[config.mk]
export PLATFORM = sky130hd
export DESIGN_NAME = sport_err_hub
export DESIGN_NICKNAME = d
export VERILOG_FILES = /design/src/rtl/sport_err_hub.sv
export SDC_FILE = /design/constraint.sdc
export NUM_CORES = 1
export LEC_CHECK = 0
export ABC_CLOCK_PERIOD_IN_PS = 3700
export BUFFER_PORTS_ARGS = -buffer_cell sky130_fd_sc_hd__buf_2
export CELL_PAD_IN_SITES_DETAIL_PLACEMENT = 0
export CELL_PAD_IN_SITES_GLOBAL_PLACEMENT = 1
export CORE_MARGIN = 2
export CORE_UTILIZATION = 30
export DETAILED_ROUTE_END_ITERATION = 10
export PLACE_DENSITY_LB_ADDON = 0.05
export SETUP_SLACK_MARGIN = 0.4
export SYNTH_ARGS = -nofsm -noshare
export SYNTH_HDL_FRONTEND = slang
export SYNTH_SLANG_ARGS = --single-unit
[constraint.sdc]
create_clock -name clk -period 3.7 [get_ports clk]
set_clock_uncertainty 0.15 [all_clocks]
set_input_delay 0.555 -clock clk [delete_from_list [all_inputs] [get_ports clk]]
set_output_delay 0.555 -clock clk [all_outputs]
set_load 0.02 [all_outputs]
[src/rtl/sport_err_hub.sv]
module sport_err_hub #(
  parameter int NPORT  = 4,
  parameter int DATA_W = 32,
  parameter int ADDR_W = $clog2(NPORT + 1)
) (
  input  logic              clk,
  input  logic              rst_n,
  input  logic              wr_en,
  input  logic [ADDR_W-1:0] wr_addr,
  input  logic [DATA_W-1:0] wr_data,
  input  logic [ADDR_W-1:0] rd_addr,
  output logic [DATA_W-1:0] rd_data,
  input  logic [NPORT-1:0]  port_en,
  input  logic [NPORT-1:0]  cha_en,
  input  logic [NPORT-1:0]  chb_en,
  input  logic [NPORT-1:0]  derr_a_pls,
  input  logic [NPORT-1:0]  derr_b_pls,
  input  logic [NPORT-1:0]  fserr_pls,
  input  logic [NPORT-1:0]  late_fs_mode,
  input  logic [NPORT-1:0]  xfer_busy,
  input  logic [NPORT-1:0]  fs_level,
  output logic              irq
);
  localparam int NB = 3 * NPORT;

  logic [NB-1:0] sticky_q, en_q, evt_vec, clr_vec;

  for (genvar k = 0; k < NPORT; k++) begin : g_port
    logic sel, late_err;
    assign sel      = wr_en && (wr_addr == ADDR_W'(k));
    assign late_err = late_fs_mode[k] & xfer_busy[k] & ~fs_level[k];
    assign evt_vec[3*k +: 3] = {fserr_pls[k] | late_err, derr_b_pls[k], derr_a_pls[k]};
    assign clr_vec[3*k +: 3] = (sel ? wr_data[5:3] : 3'b000)
                             | {~port_en[k], ~chb_en[k], ~cha_en[k]};

    always_ff @(posedge clk) begin
      if (!rst_n)   en_q[3*k +: 3] <= 3'b000;
      else if (sel) en_q[3*k +: 3] <= wr_data[2:0];
    end
  end

  always_ff @(posedge clk) begin
    if (!rst_n) begin
      sticky_q <= '0;
      irq      <= 1'b0;
    end else begin
      sticky_q <= evt_vec | (sticky_q & ~clr_vec);
      irq      <= |(sticky_q & en_q);
    end
  end

  always_comb begin
    rd_data = '0;
    for (int k = 0; k < NPORT; k++)
      if (rd_addr == ADDR_W'(k)) rd_data[5:0] = {sticky_q[3*k +: 3], en_q[3*k +: 3]};
    if (rd_addr == ADDR_W'(NPORT)) rd_data[NB-1:0] = sticky_q & en_q;
  end
endmodule


# After elaboration in Yosys (flattened, before gate mapping)
# Cells that the tools add are included.
[op_classes]
bitwise_logic = 36
muxes = 9
n_eq_ne = 7
n_reduce_logical = 7
[op_table]
columns = ["operator", "n"]
rows = [
  ["AND 12 bit", 2],
  ["2-to-1 mux 6 bit", 4],
  ["NOT 1 bit", 16],
  ["equality test 3 x 2 -> 1 bit, second input constant", 4],
  ["2-to-1 mux 12 bit", 1],
  ["2-to-1 mux 3 bit", 4],
  ["NOT 12 bit", 1],
  ["bitwise OR 12 bit", 1],
  ["bitwise OR 3 bit", 4],
  ["OR reduction 12 bit", 1],
  ["AND 1 bit", 8],
  ["equality test 3 x 1 -> 1 bit, second input constant", 2],
  ["logical NOT 3 bit", 2],
  ["logical AND 1 bit", 4],
  ["bitwise OR 1 bit", 4],
  ["equality test 3 bit, second input constant", 1],
]
[totals]
in_bits = 77
out_inout_bits = 33
wordCells = 65
reg_bits = 25

# Depth between registers and ports, before layout
# Gate-level depths: netlist of run 1.
[logic_depth]
word_depth = 7
depth_mapped = 5
mapped_depth_nobuf = 3

# Least setup slack after synthesis of run 1
# Ideal clock, no wire load.
[synth_path]
kind = "input to output"
start = "input rd_addr[0]"
end = "output rd_data[2]"
n_path_buf = 3
slack_ps = 1318
arrival_ps = 1677
cell_stages = 5
path_cell_list = "buf_4 > or3b_1 > buf_6 > buf_8 > a31oi_1"
[synth_between]
elab_chain_cells = 6
word_cells_on_any_way = 10
[synth_rtl]
columns = ["item", "line_no", "source"]
rows = [
  ["start, declared", "11", "input logic [ADDR_W-1:0] rd_addr,"],
  ["logical NOT 3 bit", "55", "if (rd_addr == ADDR_W'(k)) rd_data[5:0] = {sticky_q[3*k +: 3], en_q[3*k +: 3]};"],
  ["2-to-1 mux 6 bit (4 in a row)", "55", ""],
  ["2-to-1 mux 12 bit (*)", "56", "if (rd_addr == ADDR_W'(NPORT)) rd_data[NB-1:0] = sticky_q & en_q;"],
  ["end, declared", "12", "output logic [DATA_W-1:0] rd_data,"],
]
# Every way passes the cells marked *; elsewhere a longest branch is shown, timed or not.

# Worst setup path after layout of run 1
[layout_path]
start = "input rd_addr[1]"
end = "output rd_data[1]"
# The elaborated chain is that of the path after synthesis.

==> results of run 1 <==
worst max-delay path, delay by kind of cell:
kind            cells  cell delay (ns)
simple gates        1             0.63
compound gates      2             0.29
buf+inv             2             0.37
cell usage after synthesis:
| cell type | instances |
|---|---|
| buf_8 | 1 |
| or3b_1 | 1 |
| nor2b_1 | 12 |
| o21a_1 | 8 |
| buf_6 | 2 |
| mux2i_1 | 12 |
| o31ai_1 | 1 |
| a21oi_1 | 16 |
| nor2_1 | 12 |
| mux2_2 | 4 |
| conb_1 | 1 |
| and2_1 | 1 |
| nor4bb_1 | 2 |
| clkbuf_1 | 2 |
| nand4_1 | 3 |
| and3b_1 | 1 |
| mux4_1 | 2 |
| a32oi_1 | 4 |
| buf_4 | 21 |
| nand2_1 | 32 |
| buf_2 | 3 |
| inv_1 | 1 |
| and4b_1 | 1 |
| o31a_1 | 5 |
| a31oi_1 | 4 |
| dfxtp_1 | 25 |
| nor4b_4 | 1 |
| o22ai_1 | 1 |
per-stage QoR:
step / instances / hold WS [ns] / utilization / power (mW)
2_1_floorplan: 198 / 0.346 / - / 0.383
3_3_place_gp: 304 / 0.368 / 0.361 / 0.411
3_5_place_dp: 304 / 0.384 / 0.361 / 0.414
4_1_cts: 308 / 0.333 / 0.370 / 0.581
5_1_grt: 308 / 0.326 / 0.370 / 0.605
6_report: 308 / 0.337 / 0.370 / 0.572
metal layers:
layer,track usage,share of wire
met5,0,0
met4,0.0390,0.0051
met3,0.0344,0.064
met2,0.266,0.49
met1,0.196,0.44
sequential cells by signal, indices dropped and copies added (netlist names):
signal and cells:
sticky_q 12, irq 1, en_q 12
area by class of cell:
class	instances	area, sq um	area share
sequential	25	500	0.270
timing repair buffer	65	330	0.178
clock inverter	1	5.00	0.00270
multi-input combinational	143	887	0.478
inverter	1	3.75	0.00202
clock buffer	3	41.3	0.0223
tap	70	87.6	0.0472
final timing paths:
check	end	start	depth (start not counted)	slack [ns]
setup / recovery	rd_data[1]	rd_addr[1]	5	1.15
hold / removal	sticky_q[6]$_SDFF_PN0_	derr_a_pls[2]	2	0.34
setup reg to reg	irq$_SDFF_PN0_	sticky_q[6]$_SDFF_PN0_	3	2.59
hold reg to reg	en_q[7]$_SDFFE_PN0P_	en_q[7]$_SDFFE_PN0P_	2	0.40
power by group through the flow:
stage,logic [mW],clock network [mW],registers [mW]
floorplan,0.0881,0,0.295
global placement,0.113,0,0.298
detailed placement,0.115,0,0.299
CTS,0.115,0.173,0.292
global route,0.127,0.184,0.294
finish,0.115,0.165,0.292
cells by family (layout without fill, tap and decap cells):
logic type,count (synthesis),in the layout,share of synthesized area
compound gates,39,39,0.168
buf+inv,30,70,0.144
flops,25,25,0.325
mux,18,18,0.142
other cells,1,20,0.00244
simple gates,66,66,0.219
==> results by group, run 1 <==
Status
  – Status: finished clean

Worst setup path
  – Worst path most repeated cell: buf_2
  – Cell Chain, Critical Path: buf_2 > or3b_1 > a21oi_1 > a31oi_1 > buf_2
  – CP required: 2.99 ns
  – Arrival time worst endpoint: 1.84 ns
  – Crit-path max FO: 15
  – WS Path Type: in2out
  – Max stage delay on crit path: 0.63 ns
  – CP max stage cell: or3b_1
  – Crit start category: primary input
  – CP endpoint kind: output pin

Yosys
  – Syn_area_per_cell: ~8.6 sq um
  – Mapped Area: approximately 1500 sq um
  – Register area share after synthesis: 0.325
  – Synth top area cells: dfxtp_1 33%, buf_4 10%, mux2i_1 7.8%
  – Yosys Warn Count: 0
  – Netlist cell types: 28
  – Synth Register Bits: 25
  – Post-Synthesis Cells: ~180
  – Post-synth top area share: 0.325
  – Synth area leader: dfxtp_1

Clock tree
  – # resized after CTS: 0
  – Root Buffer: clkbuf_8
  – Hold_buf cts: 0
  – Clk Latency, worst-skew pair: 0.27 ns
  – Num CTS Buffers: 3
  – Clock tree sinks: 25
  – H-Tree Depth: 1
  – Post-CTS setup buffers: 0
  – Clock buffer depth: 2
  – CTS tree: built
  – Clock transition at path regs: ~0.10 ns

Placed design
  – Port Buffer Count: 63
  – Setup slack after placement: 1.18 ns
  – Gpl congestion: ~0.8
  – Dpl hpwl: approximately 3400 um
  – Placed cell areas: between 1500 and 2000 sq um

STA
  – Worst Tran Pin Value: 0.668 ns
  – Hold Violations, Final: 0
  – Setup_tns: 0 ns
  – RSZ-0062 raised after global routing: no
  – Slew HR: 0.553
  – Final setup fails: 0
  – Tmin final: between 2 and 3 ns
  – Fmax: ~390 MHz
  – Slew Limit Fails: 0
  – Final Cycle Share: 0.689
  – Worst Setup Slack, final: 1.15 ns

Floorplan
  – # rows: 26
  – Core ar.: 5010 sq um
  – Ports: 110
  – Die W: 75.6 um
  – Die H: between 70 and 80 um
  – Die area: 5710 sq um
  – Initial core utilization: 0.307

Routing
  – Pre-antenna DRT Iters: 4
  – Post-DRT Antenna Nets: 0
  – Vias per cell: approximately 4.6
  – Iter 0 DRT Violations: 68
  – Wire length per cell: 13.9 um
  – Post-Route WL: 4280 um
  – Via count: 1,416
  – # DRC: 0

Layout
  – Design area: 1860 sq um
  – Layout cells sized above 1: 0.311
  – Commonest non-fill, non-tap cell in the layout: buf_2
  – Ant diodes: 0
  – Final nets: 316
  – Most frequent cells in the layout: 63 x buf_2, 32 x nand2_1, 25 x dfxtp_1
  – # fillers: 564
  – Layout area overhead: 20.7%

Pwr
  – Seq pwr share: 0.511
  – Maximum vdd drop: 0.130 mV
  – P per Cell Area: 308 nW/um^2
  – Sw Share: 0.292
  – Clock power frac: 0.289
  – Gate power share: 0.200
  – Internal power: a little over 0.4 mW
  – Leakage: roughly 0.84 nW
  – Switching pwr: 0.167 mW

Global route
  – Number of global-route vias before repair: between 1,000 and 1,500
  – Initial antenna violation count: 0
  – First-pass GRT wire length: 6580 um
  – Pin count of the biggest net entering global routing: 26
  – Gr usage total: 0.154
  – GRT overflow: 0

Hold path
  – Class of the worst hold path: in2reg

Run
  – Total of max-cap violations: 0
Power figures use the tool's default switching activity.
==> inputs of run 2 (changes only) <==
--- a/config.mk
+++ b/config.mk
@@ -5,12 +5,12 @@
 export SDC_FILE = /design/constraint.sdc
 export NUM_CORES = 1
 export LEC_CHECK = 0
-export ABC_CLOCK_PERIOD_IN_PS = 3700
+export ABC_CLOCK_PERIOD_IN_PS = 2440
 export BUFFER_PORTS_ARGS = -buffer_cell sky130_fd_sc_hd__buf_2
 export CELL_PAD_IN_SITES_DETAIL_PLACEMENT = 0
 export CELL_PAD_IN_SITES_GLOBAL_PLACEMENT = 1
 export CORE_MARGIN = 2
-export CORE_UTILIZATION = 30
+export CORE_UTILIZATION = 28
 export DETAILED_ROUTE_END_ITERATION = 10
 export PLACE_DENSITY_LB_ADDON = 0.05
 export SETUP_SLACK_MARGIN = 0.4
==> constraint.sdc (replaced) <==
create_clock -name clk -period 2.44 [get_ports clk]
set_clock_uncertainty 0.15 [all_clocks]
set_input_delay 0.366 -clock clk [delete_from_list [all_inputs] [get_ports clk]]
set_output_delay 0.366 -clock clk [all_outputs]
set_load 0.02 [all_outputs]
==> run 2 against run 1 <==
Total power grew 53%. Non-clock buffer count stayed put. Critical path depth is 1 lower. First-iteration DRC count down 29%. Cell area rose by 0.27%. Combinational power rose by 50%. Highest routed layer unchanged. Utilization decreased by 1.3 points. Sequential share of layout area fell by 0.072 points. Die area is 6.8% higher. Critical endpoint is now rd_data[3]. Via count grew 1.2%.
==> results by group, run 2 (same netlist as run 1, synthesis figures left out) <==
Placed design
  – Placed insts: 304 (unchanged)
  – Dpl hpwl: 3440 um (+1.5%)
  – Port Buffer Count: 63 (unchanged)
  – Setup slack after placement: 0.303 ns (-0.873 ns)
  – Gpl congestion: 0.810 (+0.68%)

Routing
  – Wire length per cell: 14.0 um (+0.98%)
  – Post-DRT Antenna Nets: 0 (unchanged)
  – Iter 0 DRT Violations: 48 (-29%)
  – Pre-antenna DRT Iters: 4 (unchanged)
  – Vias per cell: 4.65 (+1.2%)
  – Post-Route WL: 4330 um (+0.98%)
  – # DRC: 0 (unchanged)
  – Via count: 1,433 (+1.2%)

Clock tree
  – Clock buffer depth: 2 (unchanged)
  – Clock transition at path regs: 0.09 ns (about the same)
  – H-Tree Depth: 1 (unchanged)
  – CTS tree: built
  – Root Buffer: clkbuf_8
  – Num CTS Buffers: 3 (unchanged)
  – Clk Latency, worst-skew pair: 0.28 ns (about the same)
  – Clock tree sinks: 25 (unchanged)

Worst setup path
  – Crit start category: primary input
  – Crit-path max FO: 15 (unchanged)
  – WS Path Type: in2out
  – CP required: 1.92 ns (-1.07 ns)
  – CP endpoint kind: output pin
  – Arrival time worst endpoint: 1.47 ns (-0.37 ns)
  – Reg-to-reg slack, setup: 1.33 ns (-1.26 ns)

STA
  – Tmin final: 1.99 ns
  – Final Cycle Share: 0.815
  – Fmax: 503 MHz
  – Worst Setup Slack, final: 0.452 ns (-0.699 ns)
  – RSZ-0062 raised after global routing: no
  – Hold Violations, Final: 0 (unchanged)
  – Setup_tns: 0 ns (unchanged)
  – Slew HR: 0.566 (+0.0134)
  – Slew Limit Fails: 0 (unchanged)
  – Worst Tran Pin Value: 0.648 ns (-0.0200 ns)
  – Final setup fails: 0 (unchanged)

Floorplan
  – Die H: 78.1 um (+3.3%)
  – Core ar.: 5200 sq um (+3.9%)
  – Die area: 6100 sq um (+6.8%)
  – Initial core utilization: 0.295 (-0.0115)
  – Die W: 78.1 um (+3.3%)
  – Ports: 110 (unchanged)
  – # rows: 26 (unchanged)

Layout
  – Final nets: 316 (unchanged)
  – Commonest non-fill, non-tap cell in the layout: buf_2
  – # fillers: 574 (+1.8%)
  – Layout cells sized above 1: 0.315 (+0.00420)
  – Layout area overhead: 21.0%
  – Ant diodes: 0 (unchanged)
  – Area of the multi-input gates: 890 sq um (+0.28%)
  – Cell Count, Final, Fillers Out: 308 (unchanged)
  – Register Area: 500 sq um (unchanged)
  – Most frequent cells in the layout: 62 x buf_2, 32 x nand2_1, 25 x dfxtp_1
  – Top Registers: en_q x12, sticky_q x12, irq x1

Run
  – Total of max-cap violations: 0 (unchanged)

Global route
  – First-pass GRT wire length: 6690 um (+1.6%)
  – GRT overflow: 0 (unchanged)
  – Number of global-route vias before repair: 1,356 (-0.66%)
  – Initial antenna violation count: 0 (unchanged)
  – Gr usage total: 0.142 (-0.0126)
  – Pin count of the biggest net entering global routing: 26 (unchanged)

Pwr
  – Internal power: 0.615 mW (+52%)
  – Sw Share: 0.294 (+0.00249)
  – Switching pwr: 0.257 mW (+54%)
  – Leakage: 0.838 nW (+0.17%)
  – Seq pwr share: 0.510 (about the same)
  – Gate power share: 0.199 (about the same)
  – P per Cell Area: 469 nW/um^2 (+52%)
  – Clock power frac: 0.291 (+0.002)
  – Maximum vdd drop: 0.178 mV (+37%)

Status
  – Status: finished clean

Hold path
  – Class of the worst hold path: in2reg
[run 2: changes by cell type in the layout (fill, tap and decap cells not counted)]
cell / delta
buf_2: -1
clkbuf_4: +1
or3b_4: +1
or3b_1: -1
[run 2: power by group through the flow]
stage / clock network, mW / logic, mW / registers, mW
2_1_floorplan: 0 / 0.134 / 0.448
3_3_place_gp: 0 / 0.171 / 0.454
3_5_place_dp: 0 / 0.173 / 0.454
4_1_cts: 0.265 / 0.174 / 0.445
5_1_grt: 0.285 / 0.190 / 0.448
6_report: 0.254 / 0.173 / 0.444
[run 2: repair_timing]
item / 4_1_cts / 5_1_grt
endpoints found under the setup margin: 7 / 1
setup buffers: 0 / 0
pin swaps: 0 / 0
hold buffers: 0 / 0
gates resized for setup: 1 / 1
[run 2: area by class of cell]
type | instances | area share
Timing Repair Buffer | 65 | 0.179
Multi-Input combinational cell | 143 | 0.478
Sequential cell | 25 | 0.269
Clock inverter | 1 | 0.00269
Tap cell | 70 | 0.0471
Clock buffer | 3 | 0.0222
Inverter | 1 | 0.00202
[run 2: layer usage]
metal  vias to the layer above  track usage  wire length (um)
li1                        709            -                 -
met1                       663        0.190              2020
met2                        56        0.226              1940
met3                         5       0.0299               310
met4                         0       0.0474                51
met5                         -            0                 0
[run 2: worst paths after layout]
check / end / start / cells past startpoint
hold / removal: sticky_q[0]$_SDFF_PN0_ / derr_a_pls[0] / 2
setup reg to reg: irq$_SDFF_PN0_ / sticky_q[7]$_SDFF_PN0_ / 3
hold reg to reg: en_q[8]$_SDFFE_PN0P_ / en_q[8]$_SDFFE_PN0P_ / 2
setup / recovery: rd_data[3] / rd_addr[1] / 4
[run 2: worst max-delay path: stages]
cell and delay, ns:
buf_2 0.17, or3b_4 0.51, a31oi_1 0.22, buf_2 0.20
[run 2: metrics by stage]
stage | hold slack [ns] | total power, mW | area [sq um] | utilization
finish | 0.144 | 0.872 | 1860 | 0.357
global route | 0.137 | 0.923 | 1860 | 0.357
CTS | 0.137 | 0.884 | 1860 | 0.357
detailed placement | 0.384 | 0.627 | 1810 | 0.348
global placement | 0.375 | 0.624 | 1810 | 0.348
floorplan | 0.340 | 0.581 | 1610 | -
==> inputs of run 3 (changes only) <==
--- a/config.mk
+++ b/config.mk
@@ -5,7 +5,7 @@
 export SDC_FILE = /design/constraint.sdc
 export NUM_CORES = 1
 export LEC_CHECK = 0
-export ABC_CLOCK_PERIOD_IN_PS = 2440
+export ABC_CLOCK_PERIOD_IN_PS = 1900
 export BUFFER_PORTS_ARGS = -buffer_cell sky130_fd_sc_hd__buf_2
 export CELL_PAD_IN_SITES_DETAIL_PLACEMENT = 0
 export CELL_PAD_IN_SITES_GLOBAL_PLACEMENT = 1
==> constraint.sdc (replaced) <==
create_clock -name clk -period 1.9 [get_ports clk]
set_clock_uncertainty 0.15 [all_clocks]
set_input_delay 0.285 -clock clk [delete_from_list [all_inputs] [get_ports clk]]
set_output_delay 0.285 -clock clk [all_outputs]
set_load 0.02 [all_outputs]
==> run 3 against run 2 <==
First-iteration DRC count increased by 67%. Clock power grew 28%. Sequential cell count stayed put. Non-clock buffer count up 21. Wire length up 5.7%. Sequential power rose by 29%. Utilization is 8.3 points higher. Hold slack lost 0.080 ns.
==> results by group, run 3 (same netlist as run 1, synthesis figures left out) <==
Status
  – Status: finished clean

Worst setup path
  – CP max stage cell: mux4_2
  – Cell Chain, Critical Path: mux4_2 > inv_2 > o22ai_4 > buf_6
  – WS Path Type: reg2out
  – Crit start category: flop
  – CP required: 1.46 ns (-0.46 ns)
  – FF-to-FF End: irq$_SDFF_PN0_
  – CP endpoint kind: output pin
  – Max stage delay on crit path: 0.47 ns (-0.04 ns)
  – R2r startpoint: sticky_q[7]$_SDFF_PN0_
  – Reg2Reg Depth: 4 (+1)
  – Reg-to-reg slack, setup: 0.64 ns (-0.69 ns)
  – Delay-heaviest family, CP: multiplexers
  – Crit-path max FO: 2 (-13)
  – CP Buf/Inv Count: 2 (unchanged)
  – Arrival time worst endpoint: 1.36 ns (-0.11 ns)

Layout
  – Core Util, Final: 0.441 (+0.0832)
  – Most frequent cells in the layout: 48 x buf_2, 31 x nand2_1, 20 x conb_1, 20 x buf_6, 17 x buf_4
  – Ant diodes: 0 (unchanged)
  – Layout cells sized above 1: 0.498 (+0.183)
  – Commonest non-fill, non-tap cell in the layout: buf_2
  – Layout area overhead: 49.1%
  – Design area: 2290 sq um (+23%)
  – Top Registers: en_q x12, sticky_q x12, irq x1
  – Final nets: 337 (+6.6%)
  – Cell Count, Final, Fillers Out: 329 (+6.8%)

Global route
  – Pin count of the biggest net entering global routing: 26 (unchanged)
  – Gr usage total: 0.152 (+0.0108)
  – Number of global-route vias before repair: 1,419 (+4.6%)
  – GRT overflow: 0 (unchanged)
  – Initial antenna violation count: 0 (unchanged)
  – First-pass GRT wire length: 7420 um (+11%)

Clock tree
  – Clock transition at path regs: 0.09 ns (about the same)
  – CTS tree: built
  – H-Tree Depth: 1 (unchanged)
  – Clock tree sinks: 25 (unchanged)
  – Root Buffer: clkbuf_8
  – Clock buffer depth: 2 (unchanged)
  – Num CTS Buffers: 3 (unchanged)
  – Clk Latency, worst-skew pair: 0.27 ns (about the same)

Floorplan
  – Die H: 78.1 um (unchanged)
  – Initial core utilization: 0.295 (unchanged)
  – # rows: 26 (unchanged)
  – Ports: 110 (unchanged)
  – Die W: 78.1 um (unchanged)
  – Die area: 6100 sq um (unchanged)
  – Core ar.: 5200 sq um (unchanged)

STA
  – RSZ-0062 raised after global routing: yes
  – Slew Limit Fails: 0 (unchanged)
  – Setup_tns: 0 ns (unchanged)
  – WHS: 0.0644 ns (-0.0800 ns)
  – Final Cycle Share: 0.946
  – Hold Violations, Final: 0 (unchanged)
  – Final setup fails: 0 (unchanged)
  – Tmin final: 1.80 ns
  – Fmax: 557 MHz

Placed design
  – Dpl hpwl: 3530 um (+2.8%)
  – Port Buffer Count: 63 (unchanged)
  – Gpl congestion: 0.773 (-4.5%)
  – Placed cell areas: 1960 sq um (+8.5%)
  – Placed insts: 313 (+3.0%)

Pwr
  – P per Cell Area: 522 nW/um^2 (+11%)
  – Switching pwr: 0.356 mW (+39%)
  – Maximum vdd drop: 0.215 mV (+21%)
  – Gate power share: 0.250 (+0.051)
  – Leakage: 0.979 nW (+17%)
  – Clock power frac: 0.271 (-0.020)
  – Sw Share: 0.297 (+0.00286)
  – Seq pwr share: 0.479 (-0.031)
  – Internal power: 0.842 mW (+37%)

Run
  – Total of max-cap violations: 0 (unchanged)

Hold path
  – Hold endpoint: sticky_q[0]$_SDFF_PN0_
  – Class of the worst hold path: in2reg
  – WHS Path Cells: 2 (unchanged)
  – HP Start: derr_a_pls[0]

Routing
  – # DRC: 0 (unchanged)
  – Pre-antenna DRT Iters: 4 (unchanged)
  – Wire length per cell: 13.9 um (-1.0%)
  – Post-Route WL: 4570 um (+5.7%)
  – Vias per cell: 4.44 (-4.6%)
  – Iter 0 DRT Violations: 80 (+67%)
  – Via count: 1,461 (+2.0%)
  – Post-DRT Antenna Nets: 0 (unchanged)
## run 3: cell count changes in the layout (fill, tap and decap cells not counted), sizes merged
cell / before / now
buf: 64 / 86
clkbuf: 4 / 3
## run 3: power by group through the flow
| stage | combinational, mW | clock [mW] | sequential [mW] |
|---|---|---|---|
| 6_report | 0.299 | 0.324 | 0.574 |
| 5_1_grt | 0.324 | 0.363 | 0.578 |
| 4_1_cts | 0.293 | 0.340 | 0.572 |
| 3_5_place_dp | 0.250 | 0 | 0.583 |
| 3_3_place_gp | 0.248 | 0 | 0.582 |
| 2_1_floorplan | 0.190 | 0 | 0.575 |
## run 3: worst max path at each step
stage | from | endpoint | slack, ns | cells after the start
5_1_grt | sticky_q[10]$_SDFF_PN0_ | rd_data[4] | 0.04 | 4
2_1_floorplan | rd_addr[1] | rd_data[1] | 0.19 | 4
4_1_cts | sticky_q[10]$_SDFF_PN0_ | rd_data[4] | 0.09 | 4
3_5_place_dp | rd_addr[1] | rd_data[2] | -0.03 | 5
6_report | sticky_q[10]$_SDFF_PN0_ | rd_data[4] | 0.10 | 4
3_3_place_gp | rd_addr[1] | rd_data[2] | -0.03 | 5
## run 3: what timing repair did
| item | 4_1_cts | 5_1_grt |
|---|---|---|
| resized for setup | 54 | 8 |
| setup buffers | 10 | 2 |
| hold buffers | 0 | 0 |
| pin swaps | 9 | 3 |
| endpoints found under the setup margin | 12 | 12 |
## run 3: cell type report
| type | count | area (sq um) |
|---|---|---|
| Inverter | 1 | 3.75 |
| Sequential cell | 25 | 512 |
| Clock buffer | 3 | 41.3 |
| Timing Repair Buffer | 86 | 608 |
| Fill cell | 547 | 2910 |
| Clock inverter | 1 | 5.00 |
| Multi-Input combinational cell | 143 | 1040 |
| Tap cell | 70 | 87.6 |
## run 3: per-layer routing
layer,part of all wire,vias to the layer above,GRT usage
li1,-,745,-
met1,0.48,659,0.215
met2,0.44,55,0.234
met3,0.075,2,0.0356
met4,0.0052,0,0.0386
met5,0,-,0
## run 3: per-stage QoR
step                      power (mW)  worst slack [ns]
after floorplan                0.764             0.187
after global placement         0.830           -0.0260
after detailed placement       0.833           -0.0313
after CTS                       1.21            0.0892
after global routing            1.27            0.0370
final                           1.20             0.103
